[config.mk]
export PLATFORM = sky130hd
export DESIGN_NAME = smm_window_ctrl
export DESIGN_NICKNAME = d
export VERILOG_FILES = /design/src/rtl/smm_pkg.sv /design/src/rtl/smm_ctl_regs.sv /design/src/rtl/smm_policy.sv /design/src/rtl/smm_router.sv /design/src/rtl/smm_window_ctrl.sv
export SDC_FILE = /design/constraint.sdc
export NUM_CORES = 1
export LEC_CHECK = 0
export BUFFER_PORTS_ARGS = -buffer_cell sky130_fd_sc_hd__buf_4
export CORE_ASPECT_RATIO = 0.6
export CORE_MARGIN = 2
export CORE_UTILIZATION = 40
export CTS_BUF_LIST = sky130_fd_sc_hd__clkbuf_4
export DETAILED_ROUTE_END_ITERATION = 6
export PLACE_DENSITY = 0.72
export SLEW_MARGIN = 20
export SYNTH_ARGS = -nofsm -noshare
export SYNTH_HDL_FRONTEND = slang
export SYNTH_HIERARCHICAL = 1
export SYNTH_SLANG_ARGS = --single-unit
[constraint.sdc]
create_clock -name clk -period 3.5 [get_ports clk]
set_input_delay 0.175 -clock clk [delete_from_list [all_inputs] [get_ports clk]]
set_output_delay 0.175 -clock clk [all_outputs]
set_load 0.03 [all_outputs]
[src/rtl/smm_pkg.sv]
package smm_pkg;
    typedef enum logic [1:0] {
        RT_DRAM = 2'd0,
        RT_PCI  = 2'd1,
        RT_HOLE = 2'd2
    } route_e;

    // window byte fields
    localparam int WB_OPEN = 0;
    localparam int WB_LOCK = 1;
    localparam int WB_GEN  = 2;
    // extended byte fields
    localparam int XB_HEN  = 0;
    localparam int XB_SEG  = 1;
    localparam int XB_SZLO = 2;

    localparam logic [7:0] WB_MASK_OPEN = 8'h07;
    localparam logic [7:0] WB_MASK_LOCK = 8'h00;
    localparam logic [7:0] XB_MASK_OPEN = 8'h0F;
    localparam logic [7:0] XB_MASK_LOCK = 8'h00;
    localparam logic [7:0] WB_RESET     = 8'h00;
    localparam logic [7:0] XB_RESET     = 8'h00;

    typedef struct packed {
        logic [7:0] wctl;
        logic [7:0] xctl;
    } ctl_s;
endpackage

[src/rtl/smm_ctl_regs.sv]
module smm_ctl_regs
    import smm_pkg::*;
(
    input  logic       clk,
    input  logic       rst_n,
    input  logic       cfg_we,
    input  logic       cfg_sel,
    input  logic [7:0] cfg_wdata,
    output logic [7:0] wctl,
    output logic [7:0] xctl
);
    ctl_s ctl_d, ctl_q;
    logic       locked;
    logic [7:0] wmask, xmask;

    always_comb begin
        locked = ctl_q.wctl[WB_LOCK];
        wmask  = locked ? WB_MASK_LOCK : WB_MASK_OPEN;
        xmask  = locked ? XB_MASK_LOCK : XB_MASK_OPEN;
        ctl_d  = ctl_q;
        if (cfg_we) begin
            if (!cfg_sel)
                ctl_d.wctl = (ctl_q.wctl & ~wmask) | (cfg_wdata & wmask);
            else
                ctl_d.xctl = (ctl_q.xctl & ~xmask) | (cfg_wdata & xmask);
        end
        if (ctl_d.wctl[WB_LOCK])
            ctl_d.wctl[WB_OPEN] = 1'b0;
    end

    always_ff @(posedge clk or negedge rst_n) begin
        if (!rst_n) begin
            ctl_q.wctl <= WB_RESET;
            ctl_q.xctl <= XB_RESET;
        end else begin
            ctl_q <= ctl_d;
        end
    end

    assign wctl = ctl_q.wctl;
    assign xctl = ctl_q.xctl;

    // the lock survives every cycle until reset
    p_lock_sticky_r3: assert property (@(posedge clk) disable iff (!rst_n)
        ctl_q.wctl[WB_LOCK] |=> ctl_q.wctl[WB_LOCK]);
    // a locked controller keeps the open bit clear
    p_lock_closed_r3: assert property (@(posedge clk) disable iff (!rst_n)
        ctl_q.wctl[WB_LOCK] |-> !ctl_q.wctl[WB_OPEN]);
    // writes to a locked controller leave both bytes unchanged
    p_lock_frozen_r3: assert property (@(posedge clk) disable iff (!rst_n)
        (ctl_q.wctl[WB_LOCK] && cfg_we) |=> $stable(ctl_q));
endmodule

[src/rtl/smm_policy.sv]
module smm_policy
    import smm_pkg::*;
#(
    parameter int AW = 32
) (
    input  logic [7:0]    wctl,
    input  logic [7:0]    xctl,
    input  logic [AW-1:0] tolm,
    output logic          low_norm,
    output logic          high_norm,
    output logic          low_smm,
    output logic          high_smm,
    output logic [AW-1:0] seg_size,
    output logic [AW-1:0] seg_base
);
    localparam logic [AW-1:0] SZ_1M = AW'(32'h0010_0000);
    localparam logic [AW-1:0] SZ_2M = AW'(32'h0020_0000);
    localparam logic [AW-1:0] SZ_8M = AW'(32'h0080_0000);

    logic open_b, gen_b, hen_b;

    always_comb begin
        open_b    = wctl[WB_OPEN];
        gen_b     = wctl[WB_GEN];
        hen_b     = xctl[XB_HEN];
        low_norm  = open_b & ~hen_b;
        high_norm = open_b &  hen_b;
        low_smm   = low_norm  | (gen_b & ~hen_b);
        high_smm  = high_norm | (gen_b &  hen_b);
        seg_size  = '0;
        if (xctl[XB_SEG]) begin
            unique case (xctl[XB_SZLO +: 2])
                2'd0:    seg_size = SZ_1M;
                2'd1:    seg_size = SZ_2M;
                2'd2:    seg_size = SZ_8M;
                default: seg_size = '0;
            endcase
        end
        seg_base = tolm - seg_size;
    end
endmodule

[src/rtl/smm_router.sv]
module smm_router
    import smm_pkg::*;
#(
    parameter int          AW        = 32,
    parameter int          DW        = 32,
    parameter logic [31:0] LOW_BASE  = 32'h000A_0000,
    parameter logic [31:0] HIGH_BASE = 32'hFEDA_0000,
    parameter logic [31:0] WIN_SIZE  = 32'h0002_0000
) (
    input  logic          clk,
    input  logic          rst_n,
    input  logic          req_valid,
    input  logic [AW-1:0] req_addr,
    input  logic          req_we,
    input  logic          req_smm,
    input  logic          low_norm,
    input  logic          high_norm,
    input  logic          low_smm,
    input  logic          high_smm,
    input  logic [AW-1:0] seg_size,
    input  logic [AW-1:0] seg_base,
    input  logic [AW-1:0] tolm,
    output logic          rsp_valid,
    output route_e        rsp_route,
    output logic          rsp_fwd_we,
    output logic [DW-1:0] rsp_rdata
);
    localparam logic [AW:0] LO_LO = (AW+1)'(LOW_BASE);
    localparam logic [AW:0] LO_HI = (AW+1)'(LOW_BASE) + (AW+1)'(WIN_SIZE);
    localparam logic [AW:0] HI_LO = (AW+1)'(HIGH_BASE);
    localparam logic [AW:0] HI_HI = (AW+1)'(HIGH_BASE) + (AW+1)'(WIN_SIZE);

    typedef struct packed {
        logic          valid;
        route_e        route;
        logic          fwd_we;
        logic [DW-1:0] rdata;
    } rsp_s;

    rsp_s        rsp_d, rsp_q;
    logic [AW:0] a_ext;
    logic        in_low, in_high, in_seg, show;

    always_comb begin
        a_ext   = {1'b0, req_addr};
        in_low  = (a_ext >= LO_LO) && (a_ext < LO_HI);
        in_high = (a_ext >= HI_LO) && (a_ext < HI_HI);
        in_seg  = (seg_size != '0) && (req_addr >= seg_base) && (req_addr < tolm);
        show    = 1'b0;
        rsp_d   = '0;
        rsp_d.valid = req_valid;
        if (req_valid) begin
            if (in_high) begin
                show        = req_smm ? high_smm : high_norm;
                rsp_d.route = show ? RT_DRAM : RT_PCI;
            end else if (in_low) begin
                show        = req_smm ? low_smm : low_norm;
                rsp_d.route = show ? RT_DRAM : RT_PCI;
            end else if (in_seg) begin
                rsp_d.route = req_smm ? RT_DRAM : RT_HOLE;
            end else begin
                rsp_d.route = (req_addr < tolm) ? RT_DRAM : RT_PCI;
            end
            if (rsp_d.route == RT_HOLE) begin
                rsp_d.fwd_we = 1'b0;
                rsp_d.rdata  = req_we ? '0 : '1;
            end else begin
                rsp_d.fwd_we = req_we;
            end
        end
    end

    always_ff @(posedge clk or negedge rst_n) begin
        if (!rst_n) rsp_q <= '0;
        else        rsp_q <= rsp_d;
    end

    assign rsp_valid  = rsp_q.valid;
    assign rsp_route  = rsp_q.route;
    assign rsp_fwd_we = rsp_q.fwd_we;
    assign rsp_rdata  = rsp_q.rdata;

    // every request is answered in the next cycle
    p_one_cycle_r10: assert property (@(posedge clk) disable iff (!rst_n)
        req_valid |=> rsp_valid);
    // no response without a request
    p_no_spurious_r10: assert property (@(posedge clk) disable iff (!rst_n)
        !req_valid |=> !rsp_valid);
    // the blackhole never forwards a write
    p_hole_drop_r9: assert property (@(posedge clk) disable iff (!rst_n)
        (rsp_valid && rsp_route == RT_HOLE) |-> !rsp_fwd_we);
    // a system-management request never lands in the blackhole
    p_smm_no_hole_r8: assert property (@(posedge clk) disable iff (!rst_n)
        (req_valid && req_smm) |=> rsp_route != RT_HOLE);
endmodule

[src/rtl/smm_window_ctrl.sv]
module smm_window_ctrl
    import smm_pkg::*;
#(
    parameter int AW = 32,
    parameter int DW = 32
) (
    input  logic          clk,
    input  logic          rst_n,
    input  logic          cfg_we,
    input  logic          cfg_sel,
    input  logic [7:0]    cfg_wdata,
    output logic [7:0]    cfg_wctl,
    output logic [7:0]    cfg_xctl,
    input  logic [AW-1:0] tolm,
    input  logic          req_valid,
    input  logic [AW-1:0] req_addr,
    input  logic          req_we,
    input  logic          req_smm,
    output logic          rsp_valid,
    output logic [1:0]    rsp_route,
    output logic          rsp_fwd_we,
    output logic [DW-1:0] rsp_rdata,
    output logic          vis_low_norm,
    output logic          vis_high_norm,
    output logic          vis_low_smm,
    output logic          vis_high_smm,
    output logic [AW-1:0] seg_size
);
    logic [AW-1:0] seg_base;
    route_e        route_w;

    smm_ctl_regs u_regs (
        .clk       (clk),
        .rst_n     (rst_n),
        .cfg_we    (cfg_we),
        .cfg_sel   (cfg_sel),
        .cfg_wdata (cfg_wdata),
        .wctl      (cfg_wctl),
        .xctl      (cfg_xctl)
    );

    smm_policy #(.AW(AW)) u_policy (
        .wctl      (cfg_wctl),
        .xctl      (cfg_xctl),
        .tolm      (tolm),
        .low_norm  (vis_low_norm),
        .high_norm (vis_high_norm),
        .low_smm   (vis_low_smm),
        .high_smm  (vis_high_smm),
        .seg_size  (seg_size),
        .seg_base  (seg_base)
    );

    smm_router #(.AW(AW), .DW(DW)) u_router (
        .clk        (clk),
        .rst_n      (rst_n),
        .req_valid  (req_valid),
        .req_addr   (req_addr),
        .req_we     (req_we),
        .req_smm    (req_smm),
        .low_norm   (vis_low_norm),
        .high_norm  (vis_high_norm),
        .low_smm    (vis_low_smm),
        .high_smm   (vis_high_smm),
        .seg_size   (seg_size),
        .seg_base   (seg_base),
        .tolm       (tolm),
        .rsp_valid  (rsp_valid),
        .rsp_route  (route_w),
        .rsp_fwd_we (rsp_fwd_we),
        .rsp_rdata  (rsp_rdata)
    );

    assign rsp_route = route_w;

    // the segment size is one of the power-of-two sizes or zero
    p_seg_pow2_r7: assert property (@(posedge clk) disable iff (!rst_n)
        $countones(seg_size) <= 1);
    // a locked controller shows no open-mode DRAM view outside SMM
    p_lock_hides_r3: assert property (@(posedge clk) disable iff (!rst_n)
        cfg_wctl[WB_LOCK] |-> !(vis_low_norm || vis_high_norm));
endmodule

Word level (Yosys, flattened, before mapping) --
Cells that the tools add are included. W data, S select, Z words.
Word-level totals: input bits 79, output and inout bits 88, word-level logic and storage cells 67, flip-flop bits (word level) 52
Cells by class: bitwise operators 16, mux-type cells 22, reduce and logical (&&, ||, !) cells 10, $lt $le $gt $ge 6, eq/ne operators 4, $add $sub $neg 1
Operators with widths (count):
- $mux W32 | 3
- $pmux W24 S3 | 1
- $mux W35 | 1
- $and A8 B8 Y8 | 4
- $ge A32 B20 Y1 const B | 1
- $ge A32 B32 Y1 | 1
- $ge A32 B32 Y1 const B | 1
- $lt A32 B20 Y1 const B | 1
- $lt A32 B32 Y1 | 1
- $lt A32 B32 Y1 const B | 1
- $reduce_bool A32 Y1 | 1
- $sub A32 B32 Y32 | 1
- $not A8 Y8 | 2
- $or A8 B8 Y8 | 2
- $mux W2 | 6
- $mux W10 | 1
- $mux W8 | 1
- $mux W1 | 7
- $reduce_and A2 Y1 | 3
- $and A1 B1 Y1 | 4
- $eq A2 B2 Y1 const B | 2
- $logic_and A1 B1 Y1 | 4
- $mux W4 | 1
- $mux W3 | 1
- 6 further kinds | 8

Longest topological paths before layout --
Gate-level depths: netlist (run 1).
depth in word-level cells 14, mapped depth 15, mapped depth without buffers 15

Modules after synthesis --
Netlist (run 1), hierarchy kept.
Modules (own cells, without submodules):
- smm_router | cells an instance 292, sequential area each 125.1 um^2, times used 1, area each 2145.8 um^2
- smm_policy | cells an instance 95, sequential area each 0.0 um^2, times used 1, area each 700.7 um^2
- smm_ctl_regs | cells an instance 31, sequential area each 175.2 um^2, times used 1, area each 366.6 um^2

Worst setup path before layout (run 1) --
No wires, ideal clock.
path type flip-flop to flip-flop, from reg (tool-made name), to reg u_router.rsp_q, in the netlist u_router/rsp_fwd_we, cell stages (with the launch flop) 16, arrival time 4004 ps, clock period less this slack 4124 ps, data required time 3380 ps, path slack -624 ps, library setup time 120 ps, path through dfrtp_1 > nor3b_1 > ha_1 > fa_1 > nand2b_4 > a211o_1 > nor3b_2 > xor2_1 > inv_1 > ha_1 > nand4_1 > and4bb_2 > nand3_1 > o22ai_1 > o21ai_2 > o211a_1
RTL lines:
- end signal: assignment | line smm_router.sv:75 | else rsp_q <= rsp_d;
- end: declaration | line smm_router.sv:40 | rsp_s rsp_d, rsp_q;

==> results of run 1 <==
## what timing repair did
| item | 4_1_cts | 5_1_grt |
|---|---|---|
| setup buffers | 0 | 4 |
| hold endpoints to repair | 12 | 0 |
| setup endpoints to repair | 0 | 3 |
| resized for setup | 0 | 4 |
| hold buffers | 1 | 0 |
## cell usage after synthesis, types with 2 or more instances
cell type and n:
nand4_1 12, buf_4 89, mux2_1 3, o31ai_1 2, a21o_1 4, nand3_1 5
nor4_2 2, nand2_1 22, a211oi_2 2, a221oi_1 3, xnor2_1 5, xor2_1 5
o21ai_0 10, a21oi_1 23, nor2_1 20, nand2b_1 3, nand3b_1 2, inv_1 74
o21ai_1 3, ha_1 66, nor2b_1 4, nor3_1 3, nor4_1 13, nand2b_4 2
dfrtp_1 12, conb_1 2, and4_1 3
## worst paths after layout
path	start	slack (ns)	end	cells after the start
setup / recovery	flop	0.12	u_router/rsp_fwd_we	15
setup reg to reg	flop	0.12	u_router/rsp_fwd_we	15
hold reg to reg	u_regs/wctl[1]	0.54	u_regs/wctl[0]	1
hold / removal	req_valid	0.04	u_router/rsp_valid	1
max in group asynchronous	rst_n	3.06	u_router/rsp_fwd_we	2
min in group asynchronous	rst_n	0.27	async pin	2
## cell type report
type / instances / area, um^2
tap: 108 / 135.1
sequential: 12 / 304.0
clock buffer: 4 / 30.03
timing repair buffer: 130 / 978.4
multi-input combinational: 279 / 2147
inverter: 74 / 277.8
fill: 748 / 3948
## metrics by stage
stage               setup slack (ns)  setup TNS, ns  hold WS (ns)
finish                        0.1229              0       0.04473
global route                -0.08992        -0.1717       0.02643
CTS                          0.03860              0       0.03312
detailed placement           0.07391              0       0.02402
global placement              0.1788              0       0.02107
floorplan                    0.03416              0       -0.1206
## metal layers
| metal | GRT usage [%] | vias up |
|---|---|---|
| met1 | 25.98 | 1281 |
| met4 | 3.660 | 0 |
| met5 | 0 | - |
| met3 | 2.795 | 11 |
| met2 | 30.98 | 103 |
| li1 | - | 1464 |
## cells in the final DEF (no fill, tap or decap), types with 2 or more instances in the layout
master / instances
a211oi_2: 2
a21o_1: 4
a21oi_1: 23
a221oi_1: 3
and4_1: 3
buf_4: 129
clkbuf_4: 4
conb_1: 38
dfrtp_1: 9
dfrtp_2: 3
ha_1: 65
inv_1: 74
mux2_1: 3
nand2_1: 22
nand2b_1: 3
nand2b_4: 2
nand3_1: 4
nand3b_1: 2
nand4_1: 12
nor2_1: 20
nor2b_1: 4
nor3_1: 3
nor4_1: 13
o21ai_0: 10
o21ai_1: 3
o31ai_1: 2
xnor2_1: 5
xor2_1: 5
## where the power goes
| group | total (uW) | switching [uW] | internal [uW] | leakage, uW |
|---|---|---|---|---|
| sequential | 190 | 28.4 | 162 | 0.000145 |
| clock | 101 | 48.7 | 52.0 | 0.0000184 |
| combinational | 663 | 389 | 274 | 0.00209 |
## critical path, stage by stage, from the launching register on
cell      delay [ns]
dfrtp_2         0.44
nor3b_4         0.21
ha_2            0.22
fa_2            0.24
nand2b_4        0.07
a211o_4         0.35
nor4_4          0.22
xor2_1          0.17
inv_1           0.07
ha_1            0.27
nand4_1         0.12
and4bb_2        0.35
inv_1           0.05
o22ai_2         0.14
o21ai_2         0.10
o211a_1         0.21
## cell families (layout without fill, tap and decap cells)
logic type	Yosys count	after routing	synth area share, %
other cells	2	38	0.2337
buf+inv	163	208	29.44
fa+ha+maj	67	67	26.32
xor+xnor	10	10	2.726
mux	5	5	1.830
compound gates	62	62	12.58
flops	12	12	9.346
simple gates	97	97	17.52
==> results.sh, run 1 <==
export IMPL_final_nets=646
export IMPL_die_w_um=119.7
export IMPL_dp_hpwl_mm=7.440
export IMPL_pin_count=167
export IMPL_ir_drop_uv=134.3
export IMPL_cts_root_buffer="clkbuf_4"
export IMPL_cts_tree="yes"
export IMPL_report_final_setup_viol=0
export IMPL_ys_seq_elements=12
export IMPL_synth_warnings=6
export IMPL_synthTopCellsByArea="ha_1, buf_4, dfrtp_1"
export IMPL_required_ns=3.66
export IMPL_globalplace_congestion=0.9189
export IMPL_die_y_um=73.43
export IMPL_rsz0062_at_grt="yes"
export IMPL_grt_max_degree=33
export IMPL_fin_cells=607
export IMPL_drcViolationCount=0
export IMPL_ant_nets=0
export IMPL_dr_wl_met2_mm=3.625
export IMPL_critPathKind="flop to flop"
export IMPL_areaGrowthSynthToFinish_pct=20.52
export IMPL_synthCells=418
export IMPL_synthArstFlopShare_pct=100.0
export IMPL_drive_gt1_share_pct=30.66
export IMPL_stdcell_area_mm2=0.003872
export IMPL_status="complete, no violations"
export IMPL_clock_latency_ns=0.29
export IMPL_maxCapViolCount=0
export IMPL_synth_top_area_share_pct=25.70
export IMPL_dp_cells=598
export IMPL_max_slew_margin_pct=43.50
export IMPL_synth_seq_area_share_pct=9.346
export IMPL_final_core_util_pct=49.52
export IMPL_clockBufferDepth=2
export IMPL_syn_area_per_cell_um2=7.687
export IMPL_synth_edf_count=0
export IMPL_p_per_area_mw_per_mm2=246.4
export IMPL_grtUsageTotal_pct=18.64
export IMPL_yosys_area_top_type="ha_1"
export IMPL_vias_per_cell=4.710
export IMPL_synthFlopType="dfrtp_1"
export IMPL_dpl_cell_area_mm2=0.003774
export IMPL_p_leak_uw=0.002250
export IMPL_wl_met3_um=462
export IMPL_clock_skew_final_ns=0.01567
export IMPL_clock_sinks=12
export IMPL_fmax_mhz=296.1
export IMPL_grt_pass1_wl_mm=13.13
export IMPL_cts_buffers=3
export IMPL_crit_arrival_ns=3.54
export IMPL_wl_per_cell_um=13.44
export IMPL_core_mm2=0.007820
export IMPL_gr_total_overflow=0
export IMPL_initialDrtViolationCount=97
export IMPL_hold_path_class="primary input to flop"
export IMPL_worst_pin_slew_ns=0.8475
export IMPL_hold_viol_final=0
export IMPL_num_rows=25
export IMPL_drt_met1_wl_mm=3.978
export IMPL_start_util_pct=41.09
export IMPL_dr_total_vias=2859
export IMPL_fin_crit_ns=3.377
export IMPL_synth_area_mm2=0.003213
export IMPL_antenna_found_initial=0
export IMPL_drv_slew=0
export IMPL_power_uw=954.4
export IMPL_dr_pass1_iters=4
export IMPL_wl_mm=8.157
export IMPL_io_buffers=124
export IMPL_yosysUniqueCellTypes=51
export IMPL_dieArea_mm2=0.008789
export IMPL_path_max_fanout=4
export IMPL_antennaDiodeCount=0
export IMPL_finalCritPeriodShare_pct=96.49
export IMPL_htreeDepth=1
export IMPL_highest_layer="met4"
export IMPL_grt_pass1_vias=2862
export IMPL_crit_path_end_kind="flop"
export IMPL_cp_start_kind="flop"
export IMPL_clk_transition_reported_paths_ns=0.08
No activity file was read; power rests on OpenSTA's default activity.
==> run 2: changes to the inputs <==
--- a/config.mk
+++ b/config.mk
@@ -6,12 +6,14 @@
 export NUM_CORES = 1
 export LEC_CHECK = 0
 export BUFFER_PORTS_ARGS = -buffer_cell sky130_fd_sc_hd__buf_4
+export CELL_PAD_IN_SITES_DETAIL_PLACEMENT = 1
+export CELL_PAD_IN_SITES_GLOBAL_PLACEMENT = 1
 export CORE_ASPECT_RATIO = 0.6
 export CORE_MARGIN = 2
-export CORE_UTILIZATION = 40
+export CORE_UTILIZATION = 33
 export CTS_BUF_LIST = sky130_fd_sc_hd__clkbuf_4
 export DETAILED_ROUTE_END_ITERATION = 6
-export PLACE_DENSITY = 0.72
+export PLACE_DENSITY_LB_ADDON = 0.1
 export SLEW_MARGIN = 20
 export SYNTH_ARGS = -nofsm -noshare
 export SYNTH_HDL_FRONTEND = slang
==> results.sh, run 2 (synthesis results as in run 1) <==
export IMPL_status="complete, no violations"
export IMPL_fmax_mhz=294.7
export IMPL_critPathBufInv=1
export IMPL_maxCapViolCount=0
export IMPL_path_delay_family="simple AND/OR/NAND/NOR gates"
export IMPL_globalplace_congestion=0.8241
export IMPL_clk_transition_reported_paths_ns=0.09
export IMPL_start_util_pct=34.46
export IMPL_cts_buffers=3
export IMPL_num_rows=27
export IMPL_p_leak_uw=0.002263
export IMPL_fin_crit_ns=3.393
export IMPL_final_nets=649
export IMPL_clock_latency_ns=0.30
export IMPL_areaGrowthSynthToFinish_pct=22.66
export IMPL_max_slew_margin_pct=42.53
export IMPL_initialDrtViolationCount=77
export IMPL_dieArea_mm2=0.01057
export IMPL_drive_gt1_share_pct=31.47
export IMPL_core_mm2=0.009324
export IMPL_die_y_um=80.43
export IMPL_wl_per_cell_um=14.79
export IMPL_hold_viol_final=0
export IMPL_multiInputGateArea_mm2=0.002170
export IMPL_ir_drop_uv=93.60
export IMPL_pin_count=167
export IMPL_grt_pass1_vias=3046
export IMPL_htreeDepth=1
export IMPL_grt_max_degree=33
export IMPL_cts_tree="yes"
export IMPL_dr_pass1_iters=4
export IMPL_reg2reg_slack_ns=0.11
export IMPL_crit_path_end_kind="flop"
export IMPL_gr_total_overflow=0
export IMPL_layout_commonest_cell="buf_4"
export IMPL_vias_per_cell=4.620
export IMPL_finalCritPeriodShare_pct=96.94
export IMPL_dr_total_vias=2920
export IMPL_clock_sinks=12
export IMPL_fill_cells=1231
export IMPL_hold_path_class="primary input to flop"
export IMPL_dpl_cell_area_mm2=0.003816
export IMPL_ant_nets=0
export IMPL_clock_skew_final_ns=0.01228
export IMPL_stdcell_area_mm2=0.003941
export IMPL_antenna_found_initial=0
export IMPL_final_cell_mix="buf_4, inv_1, ha_1"
export IMPL_path_max_fanout=4
export IMPL_drv_slew=0
export IMPL_rsz0062_at_grt="yes"
export IMPL_worst_pin_slew_ns=0.8620
export IMPL_wl_mm=9.349
export IMPL_ff_latch_area_um2=304.0
export IMPL_required_ns=3.70
export IMPL_holdWs_ns=0.02900
export IMPL_cp_slowest_cell="dfrtp_2"
export IMPL_critical_path_max_stage_delay_ns=0.44
export IMPL_dp_hpwl_mm=8.455
export IMPL_clockBufferDepth=2
export IMPL_final_core_util_pct=42.27
export IMPL_path_cells="nor3b_4 > ha_2 > fa_2 > nand2b_4 > a211o_4 > nor3b_2 > xor2_1 > inv_1 > ha_4 > nand4_1 > and4bb_2 > nand3_1 > o22ai_2 > o21ai_2 > o211a_1"
export IMPL_io_buffers=124
export IMPL_die_w_um=131.4
export IMPL_grt_pass1_wl_mm=15.13
export IMPL_critPathKind="flop to flop"
export IMPL_cts_root_buffer="clkbuf_4"
export IMPL_crit_arrival_ns=3.59
export IMPL_antennaDiodeCount=0
export IMPL_cp_start_kind="flop"
export IMPL_drcViolationCount=0
export IMPL_p_per_area_mw_per_mm2=248.3
export IMPL_grtUsageTotal_pct=17.60
export IMPL_report_final_setup_viol=0
[run 2: final cells by class]
type	count	area share, %
clock buffer	3	0.5714
inverter	74	7.048
timing repair buffer	133	25.40
clock inverter	1	0.09524
tap	130	4.127
sequential	12	7.714
multi-input combinational	279	55.05
[run 2: metal layers]
metal  global-route usage (%)  vias to the layer above  wire [um]
li1                         -                     1466          -
met1                    24.93                     1353       4842
met2                    29.26                      101       3888
met3                    3.157                        0        618
met4                   0.9783                        0          0
met5                        0                        -          0
[run 2: metrics by stage]
step           setup TNS [ns]  worst slack (ns)  instances  total power [uW]
6_report                    0            0.1070        632             978.5
5_1_grt               -0.2259           -0.1026        632              1072
4_1_cts                     0           0.01686        628             957.8
3_5_place_dp         -0.01603          -0.01603        622             848.8
3_3_place_gp                0           0.06700        622             831.1
2_1_floorplan               0           0.03416        454             650.4
[run 2: worst paths after layout]
path / cells after the start / to / start
max: 15 / u_router/rsp_fwd_we / flop
min: 1 / u_router/rsp_valid / req_valid
max reg2reg: 15 / u_router/rsp_fwd_we / flop
min reg2reg: 1 / flop / flop
max in group asynchronous: 2 / async pin / rst_n
min in group asynchronous: 2 / u_router/rsp_fwd_we / rst_n
[run 2: report_power, final]
part           internal [uW]  switching [uW]  leakage (uW)
Combinational            285             403       0.00210
Sequential               162            29.4      0.000145
Clock                   41.5            57.4     0.0000154
[run 2: timing repair]
item / 4_1_cts / 5_1_grt
hold buffers: 1 / 0
setup endpoints to repair: 1 / 3
pin swaps: 3 / 6
resized for setup: 2 / 4
hold endpoints to repair: 12 / 0
setup buffers: 1 / 4
[run 2: worst register-to-register path: cells and delay by family, from the launching register on]
family                   cells  cell delay [ns]
AO/OA/AOI/OAI                4             0.78
AND/OR/NAND/NOR              6             1.09
XOR/XNOR                     1             0.16
buffers and inverters        1             0.09
flip-flops                   1             0.44
adder cells (fa/ha/maj)      3             0.74
==> run 3: changes to the inputs <==
--- a/config.mk
+++ b/config.mk
@@ -10,7 +10,7 @@
 export CELL_PAD_IN_SITES_GLOBAL_PLACEMENT = 1
 export CORE_ASPECT_RATIO = 0.6
 export CORE_MARGIN = 2
-export CORE_UTILIZATION = 33
+export CORE_UTILIZATION = 30
 export CTS_BUF_LIST = sky130_fd_sc_hd__clkbuf_4
 export DETAILED_ROUTE_END_ITERATION = 6
 export PLACE_DENSITY_LB_ADDON = 0.1
==> constraint.sdc (replaced) <==
create_clock -name clk -period 2.96 [get_ports clk]
set_input_delay 0.148 -clock clk [delete_from_list [all_inputs] [get_ports clk]]
set_output_delay 0.148 -clock clk [all_outputs]
set_load 0.03 [all_outputs]
==> results.sh, run 3 (synthesis results as in run 1) <==
export IMPL_status="finished, violations left"
export IMPL_violations="setup timing"
export IMPL_cts_buffers=3
export IMPL_worst_pin_slew_ns=0.8643
export IMPL_path_max_fanout=3
export IMPL_crit_path_end_kind="flop"
export IMPL_grt_busiest_layer="met1"
export IMPL_start_util_pct=30.64
export IMPL_crit_arrival_ns=3.56
export IMPL_grt_pass1_wl_mm=14.73
export IMPL_dpl_cell_area_mm2=0.003895
export IMPL_drv_slew=0
export IMPL_critPathBufInv=1
export IMPL_met1_usage_pct=25.79
export IMPL_wl_mm=9.634
export IMPL_dp_cells=640
export IMPL_path_delay_family="simple AND/OR/NAND/NOR gates"
export IMPL_drive_gt1_share_pct=32.55
export IMPL_clock_latency_ns=0.28
export IMPL_cp_slowest_cell="dfrtp_2"
export IMPL_holdWs_ns=0.02319
export IMPL_layout_commonest_cell="buf_4"
export IMPL_place_ws_ns=-0.4977
export IMPL_gr_total_overflow=0
export IMPL_hold_depth=2
export IMPL_report_final_setup_viol=3
export IMPL_cts_tree="yes"
export IMPL_dp_hpwl_mm=8.749
export IMPL_path_depth=15
export IMPL_dr_total_vias=2913
export IMPL_ant_nets=0
export IMPL_final_cell_mix="buf_4, inv_1, ha_1"
export IMPL_timing_reg2reg_worst_path_depth=15
export IMPL_gr_usage_met3_pct=1.812
export IMPL_fmax_mhz=295.6
export IMPL_fin_crit_ns=3.383
export IMPL_hold_path_class="primary input to flop"
export IMPL_clockBufferDepth=2
export IMPL_htreeDepth=1
export IMPL_clock_skew_final_ns=0.003296
export IMPL_cp_start_kind="flop"
export IMPL_final_nets=657
export IMPL_p_per_area_mw_per_mm2=294.0
export IMPL_grt_max_degree=33
export IMPL_wl_per_cell_um=14.84
export IMPL_rsz0062_at_grt="yes"
export IMPL_max_slew_margin_pct=42.38
export IMPL_fill_cells=1330
export IMPL_grtUsageTotal_pct=16.28
export IMPL_ff_latch_area_um2=304.0
export IMPL_areaGrowthSynthToFinish_pct=25.00
export IMPL_drcViolationCount=0
export IMPL_required_ns=3.14
export IMPL_ir_drop_uv=148.1
export IMPL_globalplace_congestion=0.8230
export IMPL_clock_sinks=12
export IMPL_antennaDiodeCount=0
export IMPL_final_setup_tns_ns=-1.127
export IMPL_p_leak_uw=0.002301
export IMPL_finalCritPeriodShare_pct=114.3
export IMPL_critPathKind="flop to flop"
export IMPL_dr_pass1_iters=4
export IMPL_die_y_um=84.17
export IMPL_clk_transition_reported_paths_ns=0.08
export IMPL_holdCritStartpoint="req_we"
export IMPL_maxCapViolCount=0
export IMPL_antenna_found_initial=0
export IMPL_die_w_um=137.6
export IMPL_grt_pass1_vias=2830
export IMPL_critical_path_max_stage_delay_ns=0.43
export IMPL_fin_cells=649
export IMPL_initialDrtViolationCount=84
export IMPL_num_rows=29
export IMPL_vias_per_cell=4.488
export IMPL_multiInputGateArea_mm2=0.002171
export IMPL_stdcell_area_mm2=0.004016
export IMPL_grtUsageMet2_pct=24.29
export IMPL_core_mm2=0.01049
export IMPL_pin_count=167
export IMPL_dieArea_mm2=0.01158
export IMPL_worst_slack_ns=-0.4228
export IMPL_path_cells="nor3b_4 > ha_2 > fa_2 > nand2b_4 > a211o_4 > nor3b_2 > xor2_1 > inv_1 > ha_4 > nand4_1 > and4bb_2 > nand3_2 > o22ai_2 > o21ai_2 > o211a_1"
export IMPL_io_buffers=124
export IMPL_hold_viol_final=0
export IMPL_cts_root_buffer="clkbuf_4"
==> run 3: timing repair <==
item,4_1_cts,5_1_grt
resized for setup,5,3
endpoints found under the hold margin,13,0
setup endpoints to repair,3,3
setup buffers,3,0
hold buffers,2,0
pin swaps,9,8
==> run 3: through the flow <==
| stage | total power (uW) | util (%) |
|---|---|---|
| floorplan | 769.0 | - |
| global placement | 1025 | 37.14 |
| detailed placement | 1045 | 37.14 |
| CTS | 1179 | 38.17 |
| global route | 1281 | 38.30 |
| finish | 1181 | 38.30 |
==> run 3: report_power, final <==
group	internal (uW)	switching (uW)
logic	356	492
clock network	49.0	64.5
registers	191	27.6
total	597	584
==> run 3: layout make-up <==
| type | instances | share of cell area, % |
|---|---|---|
| clock buffers | 3 | 0.5607 |
| flip-flops and latches | 12 | 7.570 |
| inverters | 74 | 6.916 |
| clock inverters | 1 | 0.09346 |
| repair buffers | 141 | 26.48 |
| well taps | 139 | 4.330 |
| multi-input cells | 279 | 54.05 |
==> run 3: per-layer routing <==
| layer | vias up | part of all wire [%] |
|---|---|---|
| li1 | 1475 | - |
| met1 | 1348 | 53 |
| met2 | 88 | 41 |
| met3 | 2 | 5.5 |
| met4 | 0 | 0.36 |
| met5 | - | 0 |
==> run 3: path summary, 6_finish.rpt <==
check | end | slack, ns
min in group asynchronous | async pin | 0.27
min reg2reg | u_regs/wctl[0] | 0.55
max | u_router/rsp_fwd_we | -0.42
max reg2reg | u_router/rsp_fwd_we | -0.42
max in group asynchronous | async pin | 2.51
min | u_router/rsp_rdata[30] | 0.02
